### config.mk
export PLATFORM = sky130hd
export DESIGN_NAME = acr_match
export DESIGN_NICKNAME = d
export VERILOG_FILES = /design/src/rtl/acr_match.sv
export SDC_FILE = /design/constraint.sdc
export NUM_CORES = 1
export LEC_CHECK = 0
export BUFFER_PORTS_ARGS = -buffer_cell sky130_fd_sc_hd__buf_2
export CORE_MARGIN = 5
export CORE_UTILIZATION = 55
export DETAILED_ROUTE_END_ITERATION = 8
export PLACE_DENSITY = 0.79
export SLEW_MARGIN = 25
export SYNTH_ARGS = -nofsm -noshare
export SYNTH_HDL_FRONTEND = slang
export SYNTH_SLANG_ARGS = --single-unit
### constraint.sdc
create_clock -name clk -period 3.1 [get_ports clk]
set_input_delay 0.155 -clock clk [delete_from_list [all_inputs] [get_ports clk]]
set_output_delay 0.155 -clock clk [all_outputs]
set_load 0.02 [all_outputs]
### src/rtl/acr_match.sv
module acr_match #(
  parameter int NREG = 4,
  parameter int AW   = 32,
  localparam int IW  = (NREG > 1) ? $clog2(NREG) : 1
) (
  input  logic          clk,
  input  logic          rst_n,
  input  logic          wr_en,
  input  logic [IW-1:0] wr_idx,
  input  logic [31:0]   wr_data,
  input  logic [AW-1:0] lk_addr,
  input  logic          lk_instr,
  input  logic          lk_super,
  input  logic          lk_write,
  output logic          hit,
  output logic [IW-1:0] hit_idx,
  output logic [1:0]    cache_mode,
  output logic          wprot,
  output logic          wr_fault
);
  logic [NREG-1:0][31:0] acr;
  logic [NREG-1:0]       sel;
  wire  [7:0]            top = lk_addr[AW-1:AW-8];

  always_ff @(posedge clk) begin
    if (!rst_n) acr <= '0;
    else if (wr_en && int'(wr_idx) < NREG) acr[wr_idx] <= wr_data;
  end

  for (genvar g = 0; g < NREG; g++) begin : g_reg
    wire hit_addr = ((top ^ acr[g][31:24]) & ~acr[g][23:16]) == 8'h00;
    wire priv_ok  = acr[g][14] | (acr[g][13] ? lk_super : ~lk_super);
    wire type_ok  = acr[g][9]  | (acr[g][8]  ? lk_instr : ~lk_instr);
    assign sel[g] = acr[g][15] & hit_addr & priv_ok & type_ok;
  end

  always_comb begin
    hit     = 1'b0;
    hit_idx = '0;
    for (int i = NREG - 1; i >= 0; i--)
      if (sel[i]) begin
        hit     = 1'b1;
        hit_idx = IW'(i);
      end
  end

  assign cache_mode = hit ? acr[hit_idx][6:5] : 2'b00;
  assign wprot      = hit & acr[hit_idx][2];
  assign wr_fault   = wprot & lk_write;
endmodule


* Word level (Yosys, flattened, before mapping)
Index checks and enable logic that the tools add are counted.
Storage, ports and cells: bits in latches 0, ROM bits 0, flip-flop bits (word level) 128, memories kept 0, memory bits (writable) 0
Cells by class: $add $sub $neg 0, div/mod/pow operators 0, multiply operators 0, order comparisons 3, shift-type cells 0, bitwise logic cells 36, reduce and logical (&&, ||, !) cells 5, mux-type cells 22, equality and inequality tests 0
Operators by type and width (count):
- 128-bit bitwise mux | 1
- 32-bit binary-select mux with 2-bit select | 1
- 32-bit demux with 2-bit select | 1
- 8-bit bitwise AND | 4
- 8-bit logical NOT | 4
- 32-bit two-way mux | 1
- 8-bit NOT | 4
- 8-bit XOR | 4
- 1-bit bitwise AND | 14
- 1-bit two-way mux | 12
- 2-bit two-way mux | 5
- 1-bit OR | 8
- 7-bit two-way mux | 1
- 2-bit by 3-bit less-than comparator with 1-bit output, second input constant | 2
- 2-bit by 1-bit >= comparator with 1-bit output, second input constant | 1
- 1-bit NOT | 2
- 1-bit logical AND | 1

* Longest topological paths before layout
Gate-level depths: netlist (run 1).
depth in word-level cells 14, depth in mapped cells 7, depth with buffers taken out 6

* Least setup slack after synthesis (run 1)
Ideal clock, no wire load.
path type input to output, from input lk_addr[27], to output wr_fault, slack 1.041 ns, buffers on the path 1, arrival 1.904 ns, stages on the path 7, cells stage by stage clkbuf_1 > xnor2_1 > o22ai_1 > nor4_1 > o211ai_1 > a21boi_0 > o32ai_1
Between the ends: word-level cells in the longest chain between the ends 14
Ends and longest elaborated chain:
- from (decl) | RTL line 11 | input logic [AW-1:0] lk_addr,
- 8-bit XOR | RTL line 31 | wire hit_addr = ((top ^ acr[g][31:24]) & ~acr[g][23:16]) == 8'h00;
- 8-bit bitwise AND | RTL line 31
- 8-bit logical NOT | RTL line 31
- 1-bit bitwise AND (3 in series) | RTL line 34 | assign sel[g] = acr[g][15] & hit_addr & priv_ok & type_ok;
- 2-bit two-way mux (4 in series) | RTL line 41 | if (sel[i]) begin
- 32-bit binary-select mux with 2-bit select | RTL line 48 | assign wprot = hit & acr[hit_idx][2];
- 7-bit two-way mux (not written as such) | RTL line 48
- 1-bit bitwise AND (*) | RTL line 48
- 1-bit bitwise AND (*) | RTL line 49 | assign wr_fault = wprot & lk_write;
- to (decl) | RTL line 19 | output logic wr_fault
Mark *: on every way between the ends. The rest lies on a longest branch, timed or not. The select of a mux whose other input is x is not followed.

* Worst setup path in the final report (run 1)
from register acr[25] in the netlist's numbering, to output wr_fault
Between the ends: word-level cells in the longest chain between the ends 11
Ends and longest elaborated chain:
- from (decl) | RTL line 21 | logic [NREG-1:0][31:0] acr;
- 8-bit XOR (*) | RTL line 31
- 8-bit bitwise AND (*) | RTL line 31
- 8-bit logical NOT (*) | RTL line 31
- 1-bit bitwise AND (*) (3 in series) | RTL line 34
- 2-bit two-way mux | RTL line 41
- 32-bit binary-select mux with 2-bit select | RTL line 48
- 7-bit two-way mux (not written as such) | RTL line 48
- 1-bit bitwise AND (*) | RTL line 48
- 1-bit bitwise AND (*) | RTL line 49
Marked as above.

==> impl_summary.md, run 1 <==
Setup path
The flop-to-flop setup slack is 2.39 ns. Together, buffers and inverters on the worst path number 1. Data on the critical path is required at its endpoint by 2.94 ns.

The endpoint identified for the worst register-to-register timing path is acr[104]$_SDFFE_PN0P_. The endpoint of the most critical setup path is wr_fault. The startpoint identified for the worst register-to-register timing path is acr[104]$_SDFFE_PN0P_. The maximum fanout along the worst path is 10. The worst setup path is launched from a register.

For the worst setup path, the data arrival time is 2.68 ns. On the worst path, the slowest cell contributes a delay of 0.49 ns. By startpoint and endpoint, the worst setup path is classified as reg2out. The critical path goes through xnor2_1, o22ai_1, nor4_1, o211ai_1, a21boi_0, o32ai_1, buf_2. Among cell families on the critical path, the largest total delay comes from compound AO/OA/AOI/OAI gates. Counting buffers and inverters, the worst setup path is 7 cells deep. The endpoint type of the worst setup path is an output pin. The number of cells on the worst reg-to-reg path is 2. The timing startpoint of the critical path is acr[25]$_SDFFE_PN0P_. The critical-path cell with the highest stage delay is nor4_1.

GRT
The number of global-route vias before repair is 3,485. The pin count of the biggest net entering global routing is 55. The global-route usage over all layers is 21.8%. Summed over all layers, the global routing overflow is 0. The first global-routing pass estimated 17,000 um of wire. The number of antenna violations at the first check in global routing came to 0.

Logic synthesis
The post-synth net total is 603. After synthesis, the largest family of logic cells by area is compound AO/OA/AOI/OAI gates. The synthesized design contains 96 register bits. Summed over all instances, the cell type with the most area after synthesis is dfxtp_1.

The number of different library cells used by synthesis comes to 34. After technology mapping, the gate count stands at 531. Among all flip-flop cells after synthesis, the most frequent one is dfxtp_1. The share of async-settable or async-resettable flops after synthesis is 0%. Of the total synthesized cell area, the portion taken by XOR and XNOR cells is 8.61%. In this run, synthesis inferred 0 flip-flops with an integrated enable.

By area the synthesized netlist is led by dfxtp_1, nand2_1, a21boi_0. In this run the mean area of a mapped cell was 8.16 sq um. The multiplexer area fraction after synthesis is 0%.

Summing the areas of all and, or, nand and nor instances in the mapped netlist gives 20.2% of the synthesized area. Of the total synthesized cell area, the portion taken by full adders, half adders and majority gates is 0%. For this run, the number of Yosys warnings is 0. After synthesis the cells add up to 4330 sq um.

The synthesized netlist devotes 22.1% of its cell area to compound gates. The top cell type by area accounts for 44.4% of the synthesized area. The sequential-to-total area share from yosys stat is 44.4%.

Placement
Routability-driven placement finished with a final weighted congestion of 0.846. In this run the tool buffered the top-level ports with 46 buffer cells. Summed over all nets, the half-perimeter wirelength after detailed placement is 7070 um.

Floorplanning
In this run the core area contains 32 standard-cell rows. The initial core utilization is 56.4%. The overall die width is 98.8 um. The die covers 9750 sq um. 79 I/O pins were placed.

The floorplan step defined a core boundary enclosing 7690 sq um. Measured along the y axis, the die boundary spans 98.8 um.

Power
The relative contribution of sequential cells to total power is 54.0%. For this design the static power due to leakage is 1.66 nW. The highest ir drop seen on vdd is 0.000209 V. The switching portion of total power is 24.4%.

The clock power share is 35.9%. For this design the total switching power over the nets is 0.585 mW. The power per cell area is 504 nW/um^2. The internal power contribution is 1.81 mW. The part of the power in combinational logic is 10.1%.

Clock tree
The number of sinks driven by the clock tree is 96. The hold buffer count at cts is 0. The total CTS buffers is 9. TritonCTS built the clock tree.

Buffers added to address setup during post-CTS repair amount to 0. For the worst-skew pair, the clock arrives at the later sink with an insertion delay of 0.36 ns. The count of instances resized after the clock tree is built is 0. After clock tree synthesis, the clock-pin slew on the worst setup and hold paths is 0.09 ns. In this run the clock root is driven by a clkbuf_8. The H-tree generated during clock tree synthesis spans 3 levels. The maximum buffer depth of the clock tree is 2.

Finish
Compared with the post-synthesis result, the final layout area differs by 9.90%. The total inserted antenna cells is 0. After filler insertion, the fill cell instance count of the layout stands at 680. The library cell used most frequently in the layout, excluding fill and tap cells, is nand2_1.

The layout cell share with drive strength beyond 1 is 13.6%. The register with the most flip-flops is acr. The largest registers in the layout are acr: 96 flops. The register with the most flip-flops in the layout has 96 of them. The final layout contains 624 nets. In the layout the commonest cells are nand2_1, a21boi_0, dfxtp_1, buf_2, xnor2_1.

Once layout is complete, the utilization of the core stands at 61.9%.

Detailed routing
Dividing the detail-routed wire length by the instance count gives 15.6 um. The number of detailed-route iterations in the first pass is 5. The initial DRC count is 166. After detailed routing, the number of remaining DRC violations is 0. The number of antenna-violating nets in the routed design is 0. The number of vias in the routed layout is 3,595. The routed wire length is 10,300 um. The via-per-instance ratio is 5.46.

Timing
The relative slew slack is 29.2%. Based on the critical path, the design can be clocked at up to 353 MHz. The number of hold violations in the final report is 0. The post-layout minimum cycle time is 2.83 ns. On the final layout, the worst clock skew is 0 ns. The worst hold slack is 0.0651 ns. For the final routed database, the setup TNS stands at 0 ns. Of the available clock period, the critical path in the final layout requires 91.3%. Setup violations remaining at the end of the flow were counted as 0.

Setup repair after global routing left no endpoint under its margin. For the pin with the worst max-slew slack, the measured transition is 1.06 ns. The number of max-slew violations in the final report came to 0.

Worst hold path
The class of the most critical hold timing path is in2reg.

Run status
The run finished with clean final reports.

Flow run
The max capacitance violation total is 0.
[how the worst min path moves through the flow]
stage	start	endpoint	slack, ns	cells past startpoint
after floorplan	wr_data[28]	acr[28]$_SDFFE_PN0P_	0.29	2
after global placement	wr_data[31]	acr[127]$_SDFFE_PN0P_	0.44	3
after detailed placement	wr_data[6]	acr[102]$_SDFFE_PN0P_	0.45	3
after CTS	wr_data[6]	acr[102]$_SDFFE_PN0P_	0.05	3
after global routing	wr_data[6]	acr[102]$_SDFFE_PN0P_	0.06	3
final	wr_data[6]	acr[6]$_SDFFE_PN0P_	0.07	3
[kinds of logic (layout without fill, tap and decap cells)]
family	count (synthesis)	after routing
and+or+nand+nor	219	219
AOI/OAI and AO/OA	131	131
buffers and inverters	45	71
DFF	96	96
xor gates and xnor gates	40	40
[metal layers]
metal  global-route usage (%)  routed length (um)  vias to the layer above
met5                        0                   0                        -
met4                     9.24                 245                        0
met3                     3.96                 464                       22
met2                     35.5                4910                       93
li1                         -                   -                     1781
met1                     28.3                4670                     1699
[cells in the mapped netlist, types with 2 or more instances]
library cell  count
nand2_1         196
a21boi_0         96
dfxtp_1          96
xnor2_1          37
clkbuf_1         36
o22ai_1          16
nor2_1            6
o21ai_0           6
buf_6             5
inv_1             4
nand3_1           3
nor4_1            3
xnor2_2           3
a221oi_1          2
and2_1            2
o22a_1            2
[stage by stage]
| stage | setup slack [ns] | cell area, sq um | total power, mW | cells |
|---|---|---|---|---|
| after floorplan | 1.04 | 4330 | 1.48 | 531 |
| after global placement | 0.764 | 4530 | 1.56 | 642 |
| after detailed placement | 0.711 | 4530 | 1.56 | 642 |
| after CTS | 0.284 | 4750 | 2.41 | 658 |
| after global routing | 0.119 | 4760 | 2.49 | 659 |
| final | 0.269 | 4760 | 2.40 | 659 |
[power by group through the flow]
stage,logic (mW),clock network [mW],registers (mW)
after floorplan,0.164,0,1.32
after global placement,0.233,0,1.32
after detailed placement,0.239,0,1.32
after CTS,0.241,0.878,1.30
after global routing,0.267,0.923,1.30
final,0.243,0.861,1.30
[area by class of cell]
| class | count | area [sq um] | area share (%) |
|---|---|---|---|
| Tap cell | 102 | 128 | 2.68 |
| Clock inverter | 4 | 51.3 | 1.08 |
| Clock buffer | 12 | 165 | 3.47 |
| Timing Repair Buffer | 51 | 272 | 5.70 |
| Sequential cell | 96 | 1920 | 40.4 |
| Inverter | 4 | 15.0 | 0.315 |
| Multi-Input combinational cell | 390 | 2210 | 46.4 |
[tightest hold or removal path, delay by kind of cell]
kind | cells | cell delay [ns]
and+or+nand+nor | 1 | 0.05
AOI/OAI and AO/OA | 1 | 0.06
buffers and inverters | 1 | 0.12
Power figures use the tool's default switching activity.
==> inputs of run 2 (changes only) <==
BUFFER_PORTS_ARGS = not set   (was -buffer_cell sky130_fd_sc_hd__buf_2)
DONT_BUFFER_PORTS = 1   (was not set)
PLACE_DENSITY = 0.7   (was 0.79)
==> run 2 against run 1 <==
Against the previous run:
- setup slack better by 0.29 ns
- non-clock buffer count is 19 lower
- combinational power is 4% lower
- clock power is 2% higher
- critical path type unchanged
- critical endpoint unchanged
- highest routed layer unchanged
==> impl_summary.md, run 2 (same netlist as run 1, synthesis figures left out) <==
Timing
The clock skew after layout is 0 ns (unchanged). The final sum of negative setup slack is 0 ns (unchanged). The final critical-path share of the clock period is 81.8% (-9.5 points).

The number of max-slew violations in the final report was 0 (unchanged). The number of hold violations in the final report was 0 (unchanged). The relative slew slack is 53.2% (+24 points). The post-layout minimum cycle time came to 2.54 ns (-0.294 ns). The number of setup violations in the final report came to 0 (unchanged). The slew of the pin with the lowest slew margin was 0.699 ns (-0.360 ns). The maximum clock frequency is 394 MHz (+12%). Setup repair after global routing left no endpoint under its margin.

Setup path
The data arrival time at the worst-slack endpoint is 2.38 ns (-0.30 ns). STA classifies the critical path startpoint as a register. The required time of the worst setup path is 2.94 ns (about the same). The maximum fanout along the worst path was 10 (unchanged). The endpoint type of the worst setup path is an output pin. The worst setup path is of the reg2out kind.

Clock tree
The maximum buffer depth of the clock tree is 2 (unchanged). The hold buffer count at cts is 28 (+28). The number of sinks driven by the clock tree was 96 (unchanged).

The count of H-tree levels built during CTS is 3 (unchanged). The total CTS buffers was 9 (unchanged). The post-CTS setup buffer count is 0 (unchanged). The clock slew at the register clock pins of the worst setup and hold paths is 0.09 ns (about the same). The root buffer selected by CTS is clkbuf_8. The clock latency on the worst-skew pair came to 0.35 ns (about the same).

TritonCTS built the clock tree. The count of instances resized after the clock tree is built is 0 (unchanged).

Detailed routing
The routed wire length is 10,600 um (+2.9%). The number of detailed-route iterations in the first pass was 4 (-1). The number of antenna-violating nets in the routed design is 0 (unchanged).

The count of unresolved DRC violations after routing is 0 (unchanged). The number of vias in the routed layout came to 3,436 (-4.4%). The initial DRC count was 217 (+31%). The average routed wire per standard cell is 16.6 um (+6.0%). The via-per-instance ratio is 5.37 (-1.6%).

Finish
The total number of nets in the final design is 605 (-3.0%). The layout cell share with drive strength beyond 1 was 5.96% (-7.7 points). In the layout the commonest cells are nand2_1, a21boi_0, dfxtp_1, xnor2_1, dlygate4sd3_1. The post-route standard cell area excluding fillers came to 4840 sq um (+1.6%). The largest registers in the layout are acr: 96 flops.

The number of fill cells in the layout was 705 (+3.7%). Relative to the synthesized area, the layout overhead comes to 11.6%. Leaving out fill and tap cells, the most frequent cell in the layout is nand2_1.

The end-of-flow core utilization is 62.9% (+0.98 points). More flip-flops sit in one register than any other, and that register is acr. The flip-flop count of the largest register, all copies and words added came to 96 (unchanged).

Placement
The cell area after placement was 4300 sq um (-5.2%). The routability-driven placement congestion ratio was 0.826 (-2.3%). The number of buffers inserted by port buffering is 0 (-100%). The estimated wirelength of the detail-placed design was 6820 um (-3.5%).

Power
The static power due to leakage is 1.58 nW (-4.6%). The part of the power in combinational logic is 9.7% (-0.4 points). The highest ir drop seen on vdd came to 0.000274 V (+31%). The switching portion of total power is 23.9% (-0.47 points). The internal power contribution is 1.83 mW (+1.1%). The relative contribution of sequential cells to total power is 53.8% (-0.2 points). The clock power share was 36.5% (+0.6 points).

The power spent charging and discharging nets was 0.576 mW (-1.5%). The power per cell area is 498 nW/um^2 (-1.1%).

GRT
The global-route usage over all layers was 22.7% (+0.90 points). The total congestion overflow was 0 (unchanged). The number of antenna violations at the first check in global routing came to 1 (+1). The first-pass GRT wire length is 17,500 um (+3.0%).

The pin count of the biggest net entering global routing came to 94 (+71%). The number of global-route vias before repair is 3,279 (-5.9%).

Run status
The flow ran to the end, and the final reports show no timing, DRC or antenna violations.

Floorplanning
The area of the placeable core is 7690 sq um (unchanged). The number of placement rows is 32 (unchanged). The floorplan die area is 9750 sq um (unchanged). The overall die width is 98.8 um (unchanged). The initial core utilization is 56.4% (unchanged). The I/O pin total was 79 (unchanged). The die height is 98.8 um (unchanged).

Flow run
The max capacitance violation total is 0 (unchanged).

Worst hold path
The class of the most critical hold timing path is in2reg.
## run 2: power by group through the flow
stage / sequential (mW) / clock, mW / combinational [mW]
global placement: 1.32 / 0 / 0.165
CTS: 1.30 / 0.888 / 0.231
detailed placement: 1.32 / 0 / 0.168
floorplan: 1.32 / 0 / 0.164
global route: 1.30 / 0.959 / 0.257
finish: 1.30 / 0.881 / 0.233
## run 2: critical path, stage by stage, from the launching register on
cell and delay (ns):
dfxtp_1 0.33, xnor2_1 0.26, o22ai_1 0.12, nor4_1 0.28, o211ai_1 0.34, a21boi_0 0.26
o32ai_1 0.25, buf_4 0.19
## run 2: cell type report
type                    instances  area [sq um]  share of cell area, %
diodes                          1          2.50                 0.0517
clock buffers                  10           128                   2.64
clock inverters                 5          82.6                   1.71
inverters                       4          15.0                  0.310
multi-input cells             390          2220                   46.0
flip-flops and latches         96          1920                   39.7
well taps                     102           128                   2.64
repair buffers                 32           335                   6.93
## run 2: layer usage
layer | GRT usage, % | vias to the layer above | wire length (um)
met5 | 0 | - | 0
met4 | 5.15 | 0 | 68
met3 | 5.59 | 5 | 734
met2 | 36.1 | 76 | 4880
met1 | 31.2 | 1612 | 4920
li1 | - | 1743 | -
## run 2: worst paths after layout
kind                     endpoint  depth (start not counted)  slack [ns]            startpoint
max                      wr_fault                          7        0.56  acr[13]$_SDFFE_PN0P_
min          acr[45]$_SDFFE_PN0P_                          3         0.1             wr_idx[1]
max reg2reg  acr[91]$_SDFFE_PN0P_                          3        1.91  acr[91]$_SDFFE_PN0P_
min reg2reg  acr[37]$_SDFFE_PN0P_                          2        0.46  acr[37]$_SDFFE_PN0P_
## run 2: stage by stage
step / hold WS [ns] / power, mW / setup slack, ns / cells
final: 0.0986 / 2.41 / 0.563 / 640
after detailed placement: 0.302 / 1.49 / 0.943 / 595
after global placement: 0.292 / 1.49 / 0.935 / 595
after CTS: 0.195 / 2.42 / 0.519 / 638
after global routing: 0.0936 / 2.52 / 0.344 / 640
after floorplan: 0.290 / 1.48 / 1.04 / 531
